--- config.mk ---
export PLATFORM = sky130hd
export DESIGN_NAME = tbase_div
export DESIGN_NICKNAME = d
export VERILOG_FILES = /design/src/rtl/tbase_pkg.sv /design/src/rtl/tb_ctrl_dec.sv /design/src/rtl/tb_halfcnt.sv /design/src/rtl/tbase_div.sv
export SDC_FILE = /design/constraint.sdc
export NUM_CORES = 1
export LEC_CHECK = 0
export ABC_CLOCK_PERIOD_IN_PS = 3200
export BUFFER_PORTS_ARGS = -buffer_cell sky130_fd_sc_hd__buf_4
export CORE_ASPECT_RATIO = 1.4
export CORE_MARGIN = 1
export CORE_UTILIZATION = 25
export DETAILED_ROUTE_END_ITERATION = 6
export PLACE_DENSITY = 0.52
export SLEW_MARGIN = 20
export SYNTH_ARGS = -nofsm -noshare
export SYNTH_HDL_FRONTEND = slang
export SYNTH_SLANG_ARGS = --single-unit
--- constraint.sdc ---
create_clock -name clk -period 3.2 [get_ports clk]
set_input_delay 0.48 -clock clk [delete_from_list [all_inputs] [get_ports clk]]
set_output_delay 0.48 -clock clk [all_outputs]
set_load 0.02 [all_outputs]
--- src/rtl/tbase_pkg.sv ---
// Package: shared mode encoding for the time-base divider.
// Assumes the two-bit mode field is decoded the same way everywhere.
package tbase_pkg;
    typedef enum logic [1:0] {
        TB_OFF  = 2'b00,
        TB_LOW  = 2'b01,
        TB_HIGH = 2'b10,
        TB_FAST = 2'b11
    } tb_mode_e;
endpackage

--- src/rtl/tb_ctrl_dec.sv ---
// Module: decodes the mode and reference choice into the three steady
// control lines. Purely combinational; assumes the inputs are synchronous
// to the fast clock.
module tb_ctrl_dec
    import tbase_pkg::*;
(
    input  logic [1:0] mode,
    input  logic       use_int_ref,
    output logic       pll_en,
    output logic       int_ref_en,
    output logic       ref_sel
);
    // Purpose: the PLL runs in any active path; the reference lines are gated by it.
    always_comb begin
        pll_en     = (tb_mode_e'(mode) != TB_OFF);
        int_ref_en = pll_en &&  use_int_ref;
        ref_sel    = pll_en && !use_int_ref;
    end
endmodule

--- src/rtl/tb_halfcnt.sv ---
// Module: clock-enabled wrap counter. It counts 0..last on each step and
// raises flip for the step that wraps. A synchronous clear has priority.
// Assumes last changes only together with a clear.
module tb_halfcnt #(
    parameter int W = 4
) (
    input  logic         clk,
    input  logic         rst_n,
    input  logic         clr,
    input  logic         step,
    input  logic [W-1:0] last,
    output logic         flip
);
    logic [W-1:0] cnt;

    // Purpose: flag the wrapping step.
    always_comb flip = step && (cnt == last);

    // Purpose: advance or clear the count.
    always_ff @(posedge clk) begin
        if (!rst_n || clr)  cnt <= '0;
        else if (step)      cnt <= (cnt == last) ? '0 : cnt + 1'b1;
    end

    // with the limit steady the count never passes the half-period limit.
    assert_cnt_bound_R9: assert property (@(posedge clk) disable iff (!rst_n)
        !clr |-> (cnt <= last));
    // a clear always brings the count back to zero.
    assert_clr_zero_R8: assert property (@(posedge clk) disable iff (!rst_n)
        clr |=> (cnt == '0));
endmodule

--- src/rtl/tbase_div.sv ---
// Module: top of the time-base divider. It registers the configuration to
// detect changes, picks the toggle source for the selected path and holds
// the output flop. Assumes all inputs are synchronous to clk.
module tbase_div
    import tbase_pkg::*;
#(
    parameter int HS_W    = 4,
    parameter int LS_W    = 16,
    parameter int PRE_DIV = 8
) (
    input  logic            clk,
    input  logic            rst_n,
    input  logic [1:0]      mode,
    input  logic [HS_W-1:0] hs_code,
    input  logic [LS_W-1:0] ls_code,
    input  logic            use_int_ref,
    output logic            clk_out,
    output logic            pll_en,
    output logic            int_ref_en,
    output logic            ref_sel
);
    localparam int HS_CW  = HS_W + 1;
    localparam int LS_CW  = LS_W + 1;
    localparam int PRE_W  = (PRE_DIV > 1) ? $clog2(PRE_DIV) : 1;
    localparam logic [PRE_W-1:0] PRE_LAST = PRE_W'(PRE_DIV - 1);

    tb_mode_e        mode_e, mode_q;
    logic [HS_W-1:0] hs_q;
    logic [LS_W-1:0] ls_q;
    logic            restart;
    logic [HS_CW-1:0] hs_last;
    logic [LS_CW-1:0] ls_last;
    logic            pre_flip, hs_flip, ls_flip, toggle;
    logic            out_q;

    // Purpose: type the raw mode input.
    always_comb mode_e = tb_mode_e'(mode);

    // Purpose: flag any change of configuration since the last edge.
    always_comb restart = (mode_e != mode_q) || (hs_code != hs_q) || (ls_code != ls_q);

    // Purpose: remember the configuration seen at the last edge.
    always_ff @(posedge clk) begin
        if (!rst_n) begin
            mode_q <= TB_OFF;
            hs_q   <= '0;
            ls_q   <= '0;
        end else begin
            mode_q <= mode_e;
            hs_q   <= hs_code;
            ls_q   <= ls_code;
        end
    end

    // Purpose: half-period limits; code 0 of the fast divider is clamped to code 1.
    always_comb begin
        hs_last = (hs_code == '0) ? HS_CW'(1) : {1'b0, hs_code};
        ls_last = {1'b0, ls_code} + LS_CW'(1);
    end

    tb_halfcnt #(.W(PRE_W)) u_pre (
        .clk(clk), .rst_n(rst_n),
        .clr(restart || mode_e != TB_LOW), .step(1'b1),
        .last(PRE_LAST), .flip(pre_flip)
    );

    tb_halfcnt #(.W(LS_CW)) u_ls (
        .clk(clk), .rst_n(rst_n),
        .clr(restart || mode_e != TB_LOW), .step(pre_flip),
        .last(ls_last), .flip(ls_flip)
    );

    tb_halfcnt #(.W(HS_CW)) u_hs (
        .clk(clk), .rst_n(rst_n),
        .clr(restart || mode_e != TB_HIGH), .step(1'b1),
        .last(hs_last), .flip(hs_flip)
    );

    // Purpose: pick the toggle source of the active path.
    always_comb begin
        unique case (mode_e)
            TB_LOW:  toggle = ls_flip;
            TB_HIGH: toggle = hs_flip;
            TB_FAST: toggle = 1'b1;
            default: toggle = 1'b0;
        endcase
    end

    // Purpose: output flop, forced low on reset, restart or off.
    always_ff @(posedge clk) begin
        if (!rst_n || restart || mode_e == TB_OFF) out_q <= 1'b0;
        else if (toggle)                           out_q <= ~out_q;
    end

    always_comb clk_out = out_q;

    tb_ctrl_dec u_ctrl (
        .mode(mode), .use_int_ref(use_int_ref),
        .pll_en(pll_en), .int_ref_en(int_ref_en), .ref_sel(ref_sel)
    );

    assert_off_low_R1: assert property (@(posedge clk) disable iff (!rst_n)
        (mode_e == TB_OFF) |=> !clk_out);
    assert_off_ctrl_R1: assert property (@(posedge clk) disable iff (!rst_n)
        (mode_e == TB_OFF) |-> (!pll_en && !ref_sel && !int_ref_en));
    assert_pll_on_R6: assert property (@(posedge clk) disable iff (!rst_n)
        (mode_e != TB_OFF) |-> pll_en);
    assert_ref_excl_R7: assert property (@(posedge clk) disable iff (!rst_n)
        pll_en |-> (ref_sel != int_ref_en));
    assert_restart_low_R8: assert property (@(posedge clk) disable iff (!rst_n)
        restart |=> !clk_out);
    assert_fast_toggle_R5: assert property (@(posedge clk) disable iff (!rst_n)
        (mode_e == TB_FAST && !restart) |=> (clk_out != $past(clk_out)));
endmodule

==> results_dict.tcl, run 1 <==
set metrics [dict create \
    drive_gt1_share_pct 16.4 \
    fp-row-count 44 \
    synth_nets 332 \
    synth_area_per_cell_um2 8.93 \
    skew_ns 0.00277 \
    required_ns 3.40 \
    crit_arrival_ns 2.67 \
    worst_pin_slew_ns 0.628 \
    ys_warn_count 0 \
    setup_ws_ns 0.725 \
    finalPower_uw 1350 \
    reg2reg_depth 7 \
    drtIter0Drc 74 \
    area_growth_pct 17.8 \
    grt_pass1_vias 2055 \
    coreArea_um2 10500 \
    cts_tree "built" \
    holdWs_ns 0.419 \
    powerDensity_nw_per_um2 426 \
    cts_post_setup_buffers_inserted 0 \
    fin_crit_sh_pct 77.3 \
    wl_per_cell_um 13.2 \
    synthDistinctLibCells 57 \
    grt_overflow 0 \
    status "finished, final reports clean" \
    syn_inst 302 \
    crit_chain "buf_4, ha_1, and4_4, a211oi_1, a41o_1, nor4b_1, o21ai_0, or4_1, a221oi_1" \
    die_h_um 125 \
    clk_pin_slew_ns 0.06 \
    initial_core_util_pct 25.8 \
    path_buf_inv 1 \
    ys_seq_elements 48 \
    n_fill_cell 1112 \
    port_buffers 28 \
    synth_edf_count 0 \
    maxCapViolations 0 \
    netlist_area_um2 2700 \
    routed_wl_um 6070 \
    num-nets-final 352 \
    fmax_mhz 404 \
    final_common_cell "dfxtp_1" \
    placed_cell_area_um2 3010 \
    slew_viol_final 0 \
    final-seq-area_um2 961 \
    clkLatencyLatePin_ns 0.29 \
    pre_cts_ws_ns 0.372 \
    endpoint_kind "flip-flop" \
    slowest_delay_ns 0.56 \
    cts_buffers 5 \
    clock-sinks 48 \
    drt_drc_violations_left 0 \
    antennaDiodeCount 0 \
    num_vias 2067 \
    multi_input_area_um2 1640 \
    dr.pass1.iters 4 \
    period_needed_ns 2.47 \
    fin_area_um2 3180 \
    drtAntennaViolNets 0 \
    die_area_um2 11200 \
    io_pins 29 \
    hold_class "reg -> reg" \
    clockRootBuffer "clkbuf_16" \
    whs_path_depth 1 \
    antenna_found_initial 0 \
    synthArstFlopShare_pct 0 \
    ys_seq_area_share_pct 35.6 \
    grt_setup_unrepaired "false" \
    cp_num_cells 9 \
    leakage_uw 0.00116 \
    ctsResizeCount 0 \
    dp_hpwl_um 4700 \
    path_delay_family "simple AND/OR/NAND/NOR gates" \
    dieWidth_um 89.8 \
    via_per_inst 4.48 \
    start_kind "input port" \
    grt_pass1_wl_um 10200 \
    setup_viol 0 \
    hold_viol 0 \
    final_cell_mix "dfxtp_1, xor2_1, nor2_1, xnor2_1, buf_4" \
    crit_fanout 7 \
    grtUsageTotal_pct 11.5 \
    max-slew-margin-rel_pct 57.7 \
    synth_flop_cell "dfxtp_1" \
    cp_slowest_cell "or4_1" \
    max-clock-path-buffers 2 \
    grt_max_degree 24 \
    ir_worst_vdd_uv 200 \
    gp_congestion 0.854 \
    finalSetupTns_ns 0 \
    crit_type "in -> reg" \
    cts_hold_buffers 0 \
    h-tree-depth 2 \
]
[worst paths after layout]
kind,startpoint,end,slack [ns]
setup / recovery,ls_code[0],clk_out,0.73
hold / removal,u_pre.cnt[0],u_pre.cnt[0],0.42
setup reg to reg,u_ls.cnt[8],clk_out,0.91
hold reg to reg,u_pre.cnt[0],u_pre.cnt[0],0.42
[final cells by class]
| cell class | count | area share (%) |
|---|---|---|
| timing repair buffer | 29 | 6.85 |
| multi-input combinational | 232 | 51.6 |
| tap | 138 | 5.44 |
| inverter | 6 | 0.709 |
| sequential | 48 | 30.2 |
| clock buffer | 6 | 4.06 |
| clock inverter | 2 | 1.10 |
[synth_stat cells (3+ instances only)]
| cell | count | area share [%] |
|---|---|---|
| nand4_1 | 13 | 3.0 |
| ha_1 | 5 | 2.3 |
| nor2_1 | 32 | 4.5 |
| nor4_1 | 5 | 1.2 |
| nand3_1 | 11 | 2.0 |
| xnor2_1 | 30 | 9.7 |
| a21oi_1 | 6 | 1.1 |
| buf_2 | 5 | 0.93 |
| and3_1 | 5 | 1.2 |
| dfxtp_1 | 48 | 36 |
| inv_1 | 6 | 0.83 |
| clkbuf_1 | 8 | 1.1 |
| nand2_1 | 15 | 2.1 |
| nor2b_1 | 3 | 0.70 |
| and2_1 | 26 | 6.0 |
| xor2_1 | 33 | 11 |
[per-layer routing]
metal	track usage [%]	vias to the layer above	routed length, um	share of wire, %
met2	21.1	27	3220	53
li1	-	1077	-	-
met4	5.11	0	149	2.5
met3	2.26	10	144	2.4
met5	0	-	0	0
met1	12.6	953	2550	42
[cell families (layout without fill, tap and decap cells)]
kind of cell | count (synthesis) | in the layout | synth area share (%)
flip-flops | 48 | 48 | 35.6
adder cells (fa/ha/maj) | 5 | 5 | 2.32
buffers and inverters | 22 | 43 | 3.62
AND/OR/NAND/NOR | 133 | 133 | 28.1
XOR/XNOR | 63 | 63 | 20.5
multiplexers | 1 | 1 | 0.371
AO/OA/AOI/OAI | 30 | 30 | 9.51
[power breakdown]
| group | switching (uW) | internal [uW] | total (uW) |
|---|---|---|---|
| combinational | 78.0 | 69.3 | 147 |
| sequential | 5.69 | 612 | 618 |
| clock | 221 | 368 | 589 |
| total | 305 | 1050 | 1350 |
[sequential cells by signal, indices dropped and copies added, names as in the netlist]
register and count:
u_ls.cnt 17, ls_q 16, u_hs.cnt 5, hs_q 4, u_pre.cnt 3, mode_q 2
clk_out 1
[stage by stage]
step	instances	utilization [%]
2_1_floorplan	302	-
3_3_place_gp	453	28.8
3_5_place_dp	453	28.8
4_1_cts	461	30.4
5_1_grt	461	30.4
6_report	461	30.4
Power figures use the tool's default switching activity.
==> run 2, diff against run 1 <==
ABC_CLOCK_PERIOD_IN_PS = 2200   (was 3200)
PLACE_DENSITY = 0.53   (was 0.52)
clock period = 2.2 ns   (was 3.2 ns; I/O delays follow)
==> results_dict.tcl, run 2 (same netlist as run 1, synthesis figures left out) <==
set metrics [dict create \
    slowest_delay_ns 0.40 \
    clockRootBuffer "clkbuf_16" \
    required_ns 2.39 \
    hold_viol 0 \
    coreArea_um2 10500 \
    grt_pass1_vias 2304 \
    setup_ws_ns 0.0277 \
    grt_overflow 0 \
    r2r-start "u_ls.cnt[9]" \
    top_register "u_ls.cnt" \
    worst_pin_slew_ns 0.344 \
    status "finished, final reports clean" \
    leakage_uw 0.00144 \
    drtIter0Drc 67 \
    skew_ns 0.00893 \
    pre_cts_ws_ns -0.340 \
    drtAntennaViolNets 0 \
    dieWidth_um 89.8 \
    grt_setup_unrepaired "true" \
    stdcell_count 509 \
    powerDensity_nw_per_um2 556 \
    slew_viol_final 0 \
    wl_met1_um 2850 \
    h-tree-depth 2 \
    whs_path_depth 2 \
    num-nets-final 400 \
    dr.pass1.iters 4 \
    dp_hpwl_um 5390 \
    via_per_inst 4.45 \
    final_common_cell "buf_4" \
    die_h_um 125 \
    crit_fanout 8 \
    cp_num_cells 11 \
    drt_drc_violations_left 0 \
    io_pins 29 \
    finish.utilization_pct 35.7 \
    path_delay_family "compound AO/OA/AOI/OAI gates" \
    placed_cell_area_um2 3360 \
    start_kind "input port" \
    layout_top_registers "u_ls.cnt: 17 flops, ls_q: 16 flops, u_hs.cnt: 5 flops" \
    fp-row-count 44 \
    antenna_found_initial 0 \
    reg2reg_depth 10 \
    route.met2.wl_um 3910 \
    grt_max_degree 24 \
    wl_met3_um 182 \
    top_layer_used "met4" \
    path_buf_inv 4 \
    cp_slowest_cell "a221oi_2" \
    n_fill_cell 1055 \
    die_area_um2 11200 \
    ir_worst_vdd_uv 278 \
    cts_buffers 5 \
    crit_chain "buf_4, nand4_1, nor2_2, o211ai_1, a221oi_2, o21ai_2, buf_6, o41ai_4, buf_4, clkbuf_16, nor2_1" \
    setup_viol 0 \
    fin_area_um2 3730 \
    wl_per_cell_um 13.9 \
    max-slew-margin-rel_pct 77.1 \
    fin_crit_sh_pct 98.7 \
    grtUsageTotal_pct 13.1 \
    clock-sinks 48 \
    cts_tree "built" \
    max-clock-path-buffers 2 \
    num_vias 2267 \
    port_buffers 28 \
    drive_gt1_share_pct 32.9 \
    clkLatencyLatePin_ns 0.30 \
    hold_class "in -> reg" \
    maxCapViolations 0 \
    grt_pass1_wl_um 11400 \
    antennaDiodeCount 0 \
    crit_type "in -> reg" \
    crit_path_frequent_cell "buf_4" \
    clk_pin_slew_ns 0.07 \
    final_cell_mix "buf_4, dfxtp_1, xor2_1, xnor2_1, nor2_1" \
    largest_reg_flops 17 \
    crit_arrival_ns 2.36 \
    area_growth_pct 38.5 \
    dpl.cell_count 493 \
    endpoint_kind "flip-flop" \
    worstHoldStart "hs_code[1]" \
    cp-startpoint "ls_code[3]" \
    gp_congestion 0.816 \
    initial_core_util_pct 25.8 \
    period_needed_ns 2.17 \
    routed_wl_um 7100 \
    fmax_mhz 460 \
]
-- run 2: metrics by stage --
stage / setup TNS (ns) / total power (uW) / hold slack, ns
after floorplan: 0 / 1060 / 0.396
after global placement: -4.65 / 1170 / 0.410
after detailed placement: -5.22 / 1180 / 0.417
after CTS: 0 / 2090 / 0.278
after global routing: -1.05 / 2150 / 0.296
final: 0 / 2080 / 0.277
-- run 2: per-layer routing --
| metal | up-vias | track usage, % |
|---|---|---|
| met5 | - | 0 |
| met4 | 0 | 4.92 |
| met3 | 10 | 2.56 |
| met2 | 28 | 25.3 |
| met1 | 1058 | 13.6 |
| li1 | 1171 | - |
-- run 2: area by class of cell --
type | instances | area, um^2 | share of cell area (%)
repair buffers | 77 | 634 | 17.0
clock buffers | 6 | 139 | 3.72
clock inverters | 2 | 38.8 | 1.04
flip-flops and latches | 48 | 962 | 25.8
inverters | 6 | 22.5 | 0.603
well taps | 138 | 173 | 4.62
multi-input cells | 232 | 1770 | 47.3
-- run 2: final timing paths --
| path | to | slack [ns] |
|---|---|---|
| hold reg to reg | u_pre.cnt[0] | 0.43 |
| setup / recovery | u_ls.cnt[7] | 0.03 |
| hold / removal | hs_q[1] | 0.28 |
| setup reg to reg | u_ls.cnt[7] | 0.04 |
-- run 2: timing repair --
item	CTS	global route
setup endpoints to repair	17	18
hold buffers	0	0
buffers inserted	2	5
gates cloned	0	1
gates resized for setup	1	26
pin swaps	0	14
-- run 2: report_power, final --
part	switching, uW	leakage (uW)	internal (uW)
combinational	133	0.000964	138
sequential	8.54	0.000393	890
clock	337	0.0000871	569
